**src/rtl/trace_pkg.sv**
```systemverilog
package trace_pkg;
    localparam int VAL_W    = 32;
    localparam int NIB_W    = 4;
    localparam int MAX_RECS = 3;

    typedef enum logic [2:0] {
        CLS_PLAIN    = 3'd0,
        CLS_BR_TAKEN = 3'd1,
        CLS_BR_NOT   = 3'd2,
        CLS_MEM_RD   = 3'd3,
        CLS_MEM_WR   = 3'd4,
        CLS_RMW      = 3'd5
    } ret_class_e;

    typedef struct packed {
        logic [NIB_W-1:0] marker;
        logic [NIB_W-1:0] nnib;
        logic [VAL_W-1:0] value;
    } trace_rec_t;

    localparam logic [NIB_W-1:0] ST_IDLE   = 4'h0;
    localparam logic [NIB_W-1:0] ST_RETIRE = 4'h1;
    localparam logic [NIB_W-1:0] ST_TAKEN  = 4'h5;
    localparam logic [NIB_W-1:0] MK_1B     = 4'h8;
    localparam logic [NIB_W-1:0] MK_2B     = 4'h9;
    localparam logic [NIB_W-1:0] MK_3B     = 4'hA;
    localparam logic [NIB_W-1:0] MK_4B     = 4'hB;
endpackage

```
**src/rtl/trace_rec_builder.sv**
```systemverilog
module trace_rec_builder
    import trace_pkg::*;
(
    input  logic [2:0]          ret_class,
    input  logic [1:0]          opnd_size,
    input  logic [VAL_W-1:0]    rd_value,
    input  logic [VAL_W-1:0]    wr_value,
    input  logic [VAL_W-1:0]    tgt_addr,
    input  logic [VAL_W-1:0]    last_tgt,
    input  logic                cap_rd,
    input  logic                cap_wr,
    input  logic                tgt_en,
    output trace_rec_t [MAX_RECS-1:0] recs,
    output logic [1:0]          n_rec,
    output logic                tgt_shown
);
    logic [NIB_W-1:0] op_mk, op_nn, tg_mk, tg_nn;

    // operand marker and nibble count from the size code
    always_comb begin
        unique case (opnd_size)
            2'd0:    begin op_mk = MK_1B; op_nn = 4'd2; end
            2'd1:    begin op_mk = MK_2B; op_nn = 4'd4; end
            default: begin op_mk = MK_4B; op_nn = 4'd8; end
        endcase
    end

    // shortest target form relative to the last displayed target
    always_comb begin
        if (tgt_addr[VAL_W-1 -: 16] == last_tgt[VAL_W-1 -: 16]) begin
            tg_mk = MK_2B; tg_nn = 4'd4;
        end else if (tgt_addr[VAL_W-1 -: 8] == last_tgt[VAL_W-1 -: 8]) begin
            tg_mk = MK_3B; tg_nn = 4'd6;
        end else begin
            tg_mk = MK_4B; tg_nn = 4'd8;
        end
    end

    always_comb begin
        recs      = '0;
        n_rec     = 2'd1;
        tgt_shown = 1'b0;
        recs[0]   = '{marker: ST_RETIRE, nnib: 4'd0, value: '0};
        unique case (ret_class)
            CLS_BR_TAKEN: begin
                recs[0].marker = ST_TAKEN;
                if (tgt_en) begin
                    recs[1]   = '{marker: tg_mk, nnib: tg_nn, value: tgt_addr};
                    n_rec     = 2'd2;
                    tgt_shown = 1'b1;
                end
            end
            CLS_MEM_RD: begin
                if (cap_rd) begin
                    recs[1] = '{marker: op_mk, nnib: op_nn, value: rd_value};
                    n_rec   = 2'd2;
                end
            end
            CLS_MEM_WR: begin
                if (cap_wr) begin
                    recs[1] = '{marker: op_mk, nnib: op_nn, value: wr_value};
                    n_rec   = 2'd2;
                end
            end
            CLS_RMW: begin
                if (cap_rd && cap_wr) begin
                    recs[1] = '{marker: op_mk, nnib: op_nn, value: rd_value};
                    recs[2] = '{marker: op_mk, nnib: op_nn, value: wr_value};
                    n_rec   = 2'd3;
                end else if (cap_rd) begin
                    recs[1] = '{marker: op_mk, nnib: op_nn, value: rd_value};
                    n_rec   = 2'd2;
                end else if (cap_wr) begin
                    recs[1] = '{marker: op_mk, nnib: op_nn, value: wr_value};
                    n_rec   = 2'd2;
                end
            end
            default: ;
        endcase
    end
endmodule

```
**src/rtl/trace_rec_fifo.sv**
```systemverilog
module trace_rec_fifo
    import trace_pkg::*;
#(
    parameter int DEPTH = 8,
    parameter int CNT_W = 4
) (
    input  logic                      clk,
    input  logic                      rst_n,
    input  logic [1:0]                push_n,
    input  trace_rec_t [MAX_RECS-1:0] push_recs,
    input  logic                      pop,
    output trace_rec_t                head,
    output logic [CNT_W-1:0]          count
);
    localparam int PTR_W = (DEPTH > 1) ? $clog2(DEPTH) : 1;

    typedef struct packed {
        trace_rec_t [DEPTH-1:0] mem;
        logic [PTR_W-1:0]       wp;
        logic [PTR_W-1:0]       rp;
        logic [CNT_W-1:0]       cnt;
    } fifo_st_t;

    fifo_st_t st_d, st_q;

    function automatic logic [PTR_W-1:0] ptr_inc(input logic [PTR_W-1:0] p);
        return (p == PTR_W'(DEPTH-1)) ? '0 : p + 1'b1;
    endfunction

    always_comb begin
        st_d = st_q;
        for (int i = 0; i < MAX_RECS; i++) begin
            if (i < int'(push_n)) begin
                st_d.mem[st_d.wp] = push_recs[i];
                st_d.wp           = ptr_inc(st_d.wp);
            end
        end
        if (pop) st_d.rp = ptr_inc(st_q.rp);
        st_d.cnt = st_q.cnt + CNT_W'(push_n) - CNT_W'(pop);
    end

    always_ff @(posedge clk) begin
        if (!rst_n) st_q <= '0;
        else        st_q <= st_d;
    end

    assign head  = st_q.mem[st_q.rp];
    assign count = st_q.cnt;
endmodule

```
**src/rtl/trace_nib_serializer.sv**
```systemverilog
module trace_nib_serializer
    import trace_pkg::*;
(
    input  logic             clk,
    input  logic             rst_n,
    input  trace_rec_t       head,
    input  logic             has_data,
    output logic             pop,
    output logic [NIB_W-1:0] pst,
    output logic [NIB_W-1:0] ddata,
    output logic             busy
);
    typedef struct packed {
        logic [VAL_W-1:0] sh;
        logic [NIB_W-1:0] rem;
        logic [NIB_W-1:0] pst;
        logic [NIB_W-1:0] dd;
    } ser_st_t;

    ser_st_t st_d, st_q;

    always_comb begin
        st_d = st_q;
        pop  = 1'b0;
        if (st_q.rem != '0) begin
            st_d.pst = ST_IDLE;
            st_d.dd  = st_q.sh[NIB_W-1:0];
            st_d.sh  = st_q.sh >> NIB_W;
            st_d.rem = st_q.rem - 1'b1;
        end else if (has_data) begin
            pop      = 1'b1;
            st_d.pst = head.marker;
            st_d.dd  = '0;
            st_d.sh  = head.value;
            st_d.rem = head.nnib;
        end else begin
            st_d.pst = ST_IDLE;
            st_d.dd  = '0;
        end
    end

    always_ff @(posedge clk) begin
        if (!rst_n) st_q <= '0;
        else        st_q <= st_d;
    end

    assign pst   = st_q.pst;
    assign ddata = st_q.dd;
    assign busy  = (st_q.rem != '0);
endmodule

```
**src/rtl/trace_status_enc.sv**
```systemverilog
module trace_status_enc
    import trace_pkg::*;
#(
    parameter int DEPTH = 8
) (
    input  logic             clk,
    input  logic             rst_n,
    input  logic             ret_valid,
    output logic             ret_ready,
    input  logic [2:0]       ret_class,
    input  logic [1:0]       opnd_size,
    input  logic [VAL_W-1:0] rd_value,
    input  logic [VAL_W-1:0] wr_value,
    input  logic [VAL_W-1:0] tgt_addr,
    input  logic             cap_rd,
    input  logic             cap_wr,
    input  logic             tgt_en,
    output logic [NIB_W-1:0] pst,
    output logic [NIB_W-1:0] ddata
);
    localparam int CNT_W    = $clog2(DEPTH + 1);
    localparam int ROOM_MAX = DEPTH - MAX_RECS;

    typedef struct packed {
        logic [VAL_W-1:0] last_tgt;
    } top_st_t;

    top_st_t st_d, st_q;

    trace_rec_t [MAX_RECS-1:0] new_recs;
    trace_rec_t                head;
    logic [1:0]                n_rec, push_n;
    logic                      tgt_shown, accept, pop, ser_busy;
    logic [CNT_W-1:0]          fifo_cnt;

    assign ret_ready = (fifo_cnt <= CNT_W'(ROOM_MAX));
    assign accept    = ret_valid && ret_ready;
    assign push_n    = accept ? n_rec : 2'd0;

    always_comb begin
        st_d = st_q;
        if (accept && tgt_shown) st_d.last_tgt = tgt_addr;
    end

    always_ff @(posedge clk) begin
        if (!rst_n) st_q <= '0;
        else        st_q <= st_d;
    end

    trace_rec_builder u_build (
        .ret_class (ret_class),
        .opnd_size (opnd_size),
        .rd_value  (rd_value),
        .wr_value  (wr_value),
        .tgt_addr  (tgt_addr),
        .last_tgt  (st_q.last_tgt),
        .cap_rd    (cap_rd),
        .cap_wr    (cap_wr),
        .tgt_en    (tgt_en),
        .recs      (new_recs),
        .n_rec     (n_rec),
        .tgt_shown (tgt_shown)
    );

    trace_rec_fifo #(.DEPTH(DEPTH), .CNT_W(CNT_W)) u_fifo (
        .clk       (clk),
        .rst_n     (rst_n),
        .push_n    (push_n),
        .push_recs (new_recs),
        .pop       (pop),
        .head      (head),
        .count     (fifo_cnt)
    );

    trace_nib_serializer u_ser (
        .clk      (clk),
        .rst_n    (rst_n),
        .head     (head),
        .has_data (fifo_cnt != '0),
        .pop      (pop),
        .pst      (pst),
        .ddata    (ddata),
        .busy     (ser_busy)
    );
endmodule

```
**config.mk**
```make
export PLATFORM = sky130hd
export DESIGN_NAME = trace_status_enc
export DESIGN_NICKNAME = d
export VERILOG_FILES = /design/src/rtl/trace_pkg.sv /design/src/rtl/trace_rec_builder.sv /design/src/rtl/trace_rec_fifo.sv /design/src/rtl/trace_nib_serializer.sv /design/src/rtl/trace_status_enc.sv
export SDC_FILE = /design/constraint.sdc
export NUM_CORES = 1
export LEC_CHECK = 0
export BUFFER_PORTS_ARGS = -buffer_cell sky130_fd_sc_hd__buf_2
export CORE_MARGIN = 5
export CORE_UTILIZATION = 40
export CTS_BUF_LIST = sky130_fd_sc_hd__clkbuf_16
export CTS_CLUSTER_SIZE = 12
export DETAILED_ROUTE_END_ITERATION = 7
export GPL_ROUTABILITY_DRIVEN = 0
export PLACE_DENSITY = 0.54
export SYNTH_ARGS = -nofsm -noshare
export SYNTH_HDL_FRONTEND = slang
export SYNTH_HIERARCHICAL = 1
export SYNTH_SLANG_ARGS = --single-unit
```
**constraint.sdc**
```tcl
create_clock -name clk -period 3.53 [get_ports clk]
set_clock_uncertainty 0.05 [all_clocks]
set_input_delay 0.353 -clock clk [delete_from_list [all_inputs] [get_ports clk]]
set_output_delay 0.353 -clock clk [all_outputs]
set_load 0.01 [all_outputs]
```
**Word-level counts from Yosys, hierarchy flattened**

Index checks and enable logic that the tools add are counted.

- Bits in registers: 406
- Input bits: 107
- Output and inout port bits: 9
- Logic and storage cells: 123

- $add $sub $neg: 7
- Magnitude comparators: 11
- Equal/unequal tests: 11
- Mux-type cells: 47
- Bitwise operators: 2
- Reductions and logical operators: 12

Operators with widths:

| kind | count |
|---|---|
| $mux W323 | 3 |
| $bwmux W320 | 3 |
| $mux W40 | 12 |
| $demux W40 S3 | 3 |
| $pmux W40 S4 | 1 |
| $bmux W40 S3 | 1 |
| $mux W32 | 1 |
| $eq A3 B3 Y1 const B | 6 |
| $eq A16 B16 Y1 | 1 |
| $lt A3 B4 Y1 const B | 4 |
| $mux W3 | 5 |
| $add A3 B1 Y3 const B | 4 |
| $mux W2 | 6 |
| $mux W4 | 3 |
| $ge A3 B1 Y1 const B | 3 |
| $eq A8 B8 Y1 | 1 |
| $mux W8 | 1 |
| $pmux W2 S4 | 1 |
| $pmux W4 S2 | 1 |
| $reduce_bool A4 Y1 | 2 |
| $logic_and A1 B1 Y1 | 6 |
| $mux W1 | 5 |
| $add A4 B2 Y4 | 1 |
| $le A4 B3 Y1 const B | 1 |
| other kinds (13) | 15 |

**Longest topological paths before layout**

- Word-level depth: 19
- Gate-level depth with buffers: 20
- Gate-level depth less buffers: 19

**Hierarchy**

The synthesis kept the hierarchy.

Modules (own cells, without submodules):

| module | instances | cells an instance | area each (µm²) | sequential area each (µm²) |
|---|---|---|---|---|
| trace_rec_fifo | 1 | 1858 | 19417.4 | 6606.3 |
| trace_nib_serializer | 1 | 191 | 1941.9 | 880.8 |
| trace_rec_builder | 1 | 226 | 1641.6 | 0.0 |
| trace_status_enc | 1 | 144 | 1348.8 | 640.6 |

**Worst setup path before layout**

Ideal clock, no wire load.

- Kind: input-to-reg
- From: in cap_wr
- To: reg u_fifo/st_q[50] (netlist bit)
- Setup time: 0.134 ns
- Data arrival time: 3.691 ns
- Required time: 3.346 ns
- Path slack: -0.345 ns
- Stages: 18
- Path buffers: 4
- Cell sequence: inv_1 > ha_1 > nand2_1 > o21ai_0 > a21oi_1 > o21a_1 > and3_1 > buf_4 > nor2_2 > mux2_2 > ha_1 > ha_1 > clkbuf_1 > nor4_1 > or3_1 > buf_1 > clkbuf_1 > o22ai_1

- Word-level cells in the longest chain between the ends: 16
- Elaborated cells on any way between the ends: 33
- Classes of those cells: add/sub (1); order compare (7); eq/ne (1); mux (21); reduce/logical (3)

RTL lines:

| item | line | RTL |
|---|---|---|
| start, declared | trace_status_enc.sv:16 | `input logic cap_wr,` |
| $mux W2 | trace_rec_builder.sv:60, trace_rec_builder.sv:73 |  |
| $mux W2 | trace_rec_builder.sv:70 | `end else if (cap_rd) begin` |
| $mux W2 | trace_rec_builder.sv:66 | `if (cap_rd && cap_wr) begin` |
| $pmux W2 S4 (*) | trace_rec_builder.sv:44 | `unique case (ret_class)` |
| named net n_rec[0] | trace_status_enc.sv:32 | `logic [1:0] n_rec, push_n;` |
| $mux W2 (*) | trace_status_enc.sv:38 | `assign push_n = accept ? n_rec : 2'd0;` |
| named net push_n[0] | trace_status_enc.sv:32 |  |
| $lt A1 B2 Y1 | trace_rec_fifo.sv:33 | `if (i < int'(push_n)) begin` |
| [2 not listed] | - |  |
| $mux W3 | trace_rec_fifo.sv:27 | `return (p == PTR_W'(DEPTH-1)) ? '0 : p + 1'b1;` |
| $mux W323 | trace_rec_fifo.sv:33 |  |
| $lt A3 B4 Y1 (implied by the code) or $ge A3 B1 Y1 (tied branches) | trace_rec_fifo.sv:34 | `st_d.mem[st_d.wp] = push_recs[i];` |
| $logic_and A1 B1 Y1 (implied by the code) | trace_rec_fifo.sv:34 |  |
| $mux W40 (implied by the code) | trace_rec_fifo.sv:34 |  |
| $demux W40 S3 | - |  |
| $bwmux W320 | trace_rec_fifo.sv:34 |  |
| $mux W323 (*) | trace_rec_fifo.sv:33 |  |
| end signal, assigned | trace_rec_fifo.sv:44 | `else st_q <= st_d;` |
| end, declared | trace_rec_fifo.sv:24 | `fifo_st_t st_d, st_q;` |

The timed path passes the listed nets; every way through them passes the cells marked *.
A chain may end at the register's enable or synchronous reset.

**Worst setup path after layout**

- From: in cap_wr
- To: reg u_fifo/st_q[31] (netlist bit)

The elaborated chain is that of the path after synthesis.

==> impl_metrics.ini <==
[sta]
timing.fmax_ghz = 0.3173
final-hold-violation-count = 0
min_period_ns = 3.152
hold-worst-slack_ns = 0.02662
rsz0062_at_grt = false
fin_ws_ns = 0.3783
slew_viol_final = 0
setup_viol = 0
relSlewSlack_pct = 25.92
worstMarginPinSlew_ns = 1.111
period_share_pct = 89.28

[clocking]
clk_latency_ns = 0.60
numCtsBuffers = 46
clk_pin_slew_ns = 0.06
clkSinkCount = 390
htreeDepth = 2
cts_tree = done
cts-root-buf = clkbuf_16
clockBufferDepth = 3

[route]
drtIter0Drc = 2131
final_antenna_net_count = 0
wl_met3_mm = 7.003
vias = 20090
first_pass_iters = 7
drt-met1-wl_mm = 35.40
viasPerCell = 6.577
top_layer = met5
avgRoutedWirePerCell_um = 28.63
wirelength_mm = 87.46
drc = 0
routed-wl-met2_mm = 41.19

[die]
core-area_um2 = 58910
start_util_pct = 40.28
dieArea_um2 = 64280
die_h_um = 253.5
rows = 89
fp.dieW_um = 253.5
io_pins = 116

[layout]
num_antenna_cells = 0
stdcell_count = 3055
drive_above_1_share_pct = 24.76
fin_util_pct = 44.52
n_fill_cell = 5538
area_growth_pct = 10.54
final_area_um2 = 26230
nets = 2371

[power]
power.leakage_nw = 9.694
ir_worst_vdd_mv = 0.3953
power_density_nw_per_um2 = 534.6

[logic_synthesis]
syn_area_um2 = 23730
avgSynthCellArea_um2 = 10.08
synthCells = 2353
yosysWarnings = 6

[global_routing]
first_global_vias = 20140
antenna_found_initial = 1
grtUsageTotal_pct = 26.03
gr-total-overflow = 0
grt_max_degree = 127
grt_pass1_wl_mm = 129.4

[critical_path]
required_ns = 4.01
startpoint = cap_wr
end_kind = flip-flop
crit_fanout = 22
worstReg2RegStart = u_fifo/count[2]
crit_arrival_ns = 3.63
worstSetupStartpointType = primary input
path_class = in2reg

[status]
status = complete, no violations

[placement]
dpl_cell_area_um2 = 24660
port_buffers = 115
dp_hpwl_mm = 52.56
dp.cells = 2959
place_ws_ns = -0.2058

[worst_hold_path]
min_path_type = in2reg
hp-start = tgt_addr[19]

[run]
maxCapViolCount = 0
-- power by group --
part / internal, mW / switching, mW
logic: 1.80 / 2.40
clock network: 2.63 / 2.03
registers: 4.82 / 0.343
total: 9.25 / 4.77
-- critical path, stage by stage --
cell     delay (ns)
buf_2          0.09
inv_1          0.05
ha_1           0.26
nand2_1        0.05
o21ai_0        0.07
a21oi_1        0.08
o21a_1         0.16
and3_1         0.19
nor2_4         0.15
mux2_2         0.34
ha_1           0.21
ha_1           0.40
buf_4          0.20
nor4_4         0.30
buf_4          0.39
a22oi_1        0.15
o22ai_2        0.17
-- metrics by stage --
step	total power, mW	TNS, ns
floorplan	8.253	0
global placement	9.312	-25.18
detailed placement	9.370	-25.15
CTS	14.04	0
global route	14.58	0
finish	14.02	0
-- registers in the layout, summed over array words and instances (netlist names) --
name and flops:
u_fifo/count 4, u_fifo/st_q 326, u_ser/pst 4, st_q 16
u_ser/st_q 36, u_ser/ddata 4
-- layout make-up --
type	count	area, um^2	area share (%)
multi-input cells	1554	13970	53.28
flip-flops and latches	390	7816	29.80
repair buffers	235	1962	7.481
clock buffers	47	1176	4.485
well taps	773	967.2	3.688
clock inverters	36	247.7	0.9446
inverters	20	82.58	0.3149
-- path summary, 6_finish.rpt --
path,end,slack (ns),cells after the start
max reg2reg,u_fifo/st_q[31],0.38,11
min,st_q[19],0.03,3
min reg2reg,st_q[18],0.42,2
max,u_fifo/st_q[31],0.38,17
-- layout by cell type, fill, tap and decap left out, types with 4 or more instances in the layout --
| master | count |
|---|---|
| a21o_1 | 33 |
| a21oi_1 | 8 |
| a22o_1 | 33 |
| a22oi_1 | 320 |
| and2_1 | 39 |
| and3_1 | 9 |
| and3_2 | 6 |
| buf_12 | 36 |
| buf_2 | 114 |
| buf_4 | 72 |
| clkbuf_16 | 47 |
| clkinv_1 | 10 |
| clkinv_2 | 10 |
| conb_1 | 43 |
| dfxtp_1 | 387 |
| dlygate4sd3_1 | 13 |
| ha_1 | 16 |
| inv_1 | 29 |
| mux2_2 | 42 |
| mux2i_1 | 374 |
| mux4_2 | 80 |
| nand2_1 | 81 |
| nand4_1 | 4 |
| nor2_1 | 21 |
| nor2b_1 | 4 |
| nor3_2 | 6 |
| o211a_1 | 28 |
| o21ai_0 | 7 |
| o22ai_1 | 214 |
| o22ai_2 | 109 |
| or3_2 | 9 |
| xnor2_1 | 17 |
-- repair_timing --
item	in CTS	in global routing
resized for setup	0	0
endpoints found under the setup margin	0	0
endpoints found under the hold margin	13	0
setup buffers	0	0
hold buffers	13	0
-- routing by layer --
layer  global-route usage (%)  vias to the layer above
met5                        0                        -
met4                    10.81                        2
met3                    4.872                      224
met2                    42.56                     1052
met1                    34.00                    10110
li1                         -                     8705
(Power assumes the default switching activity.)
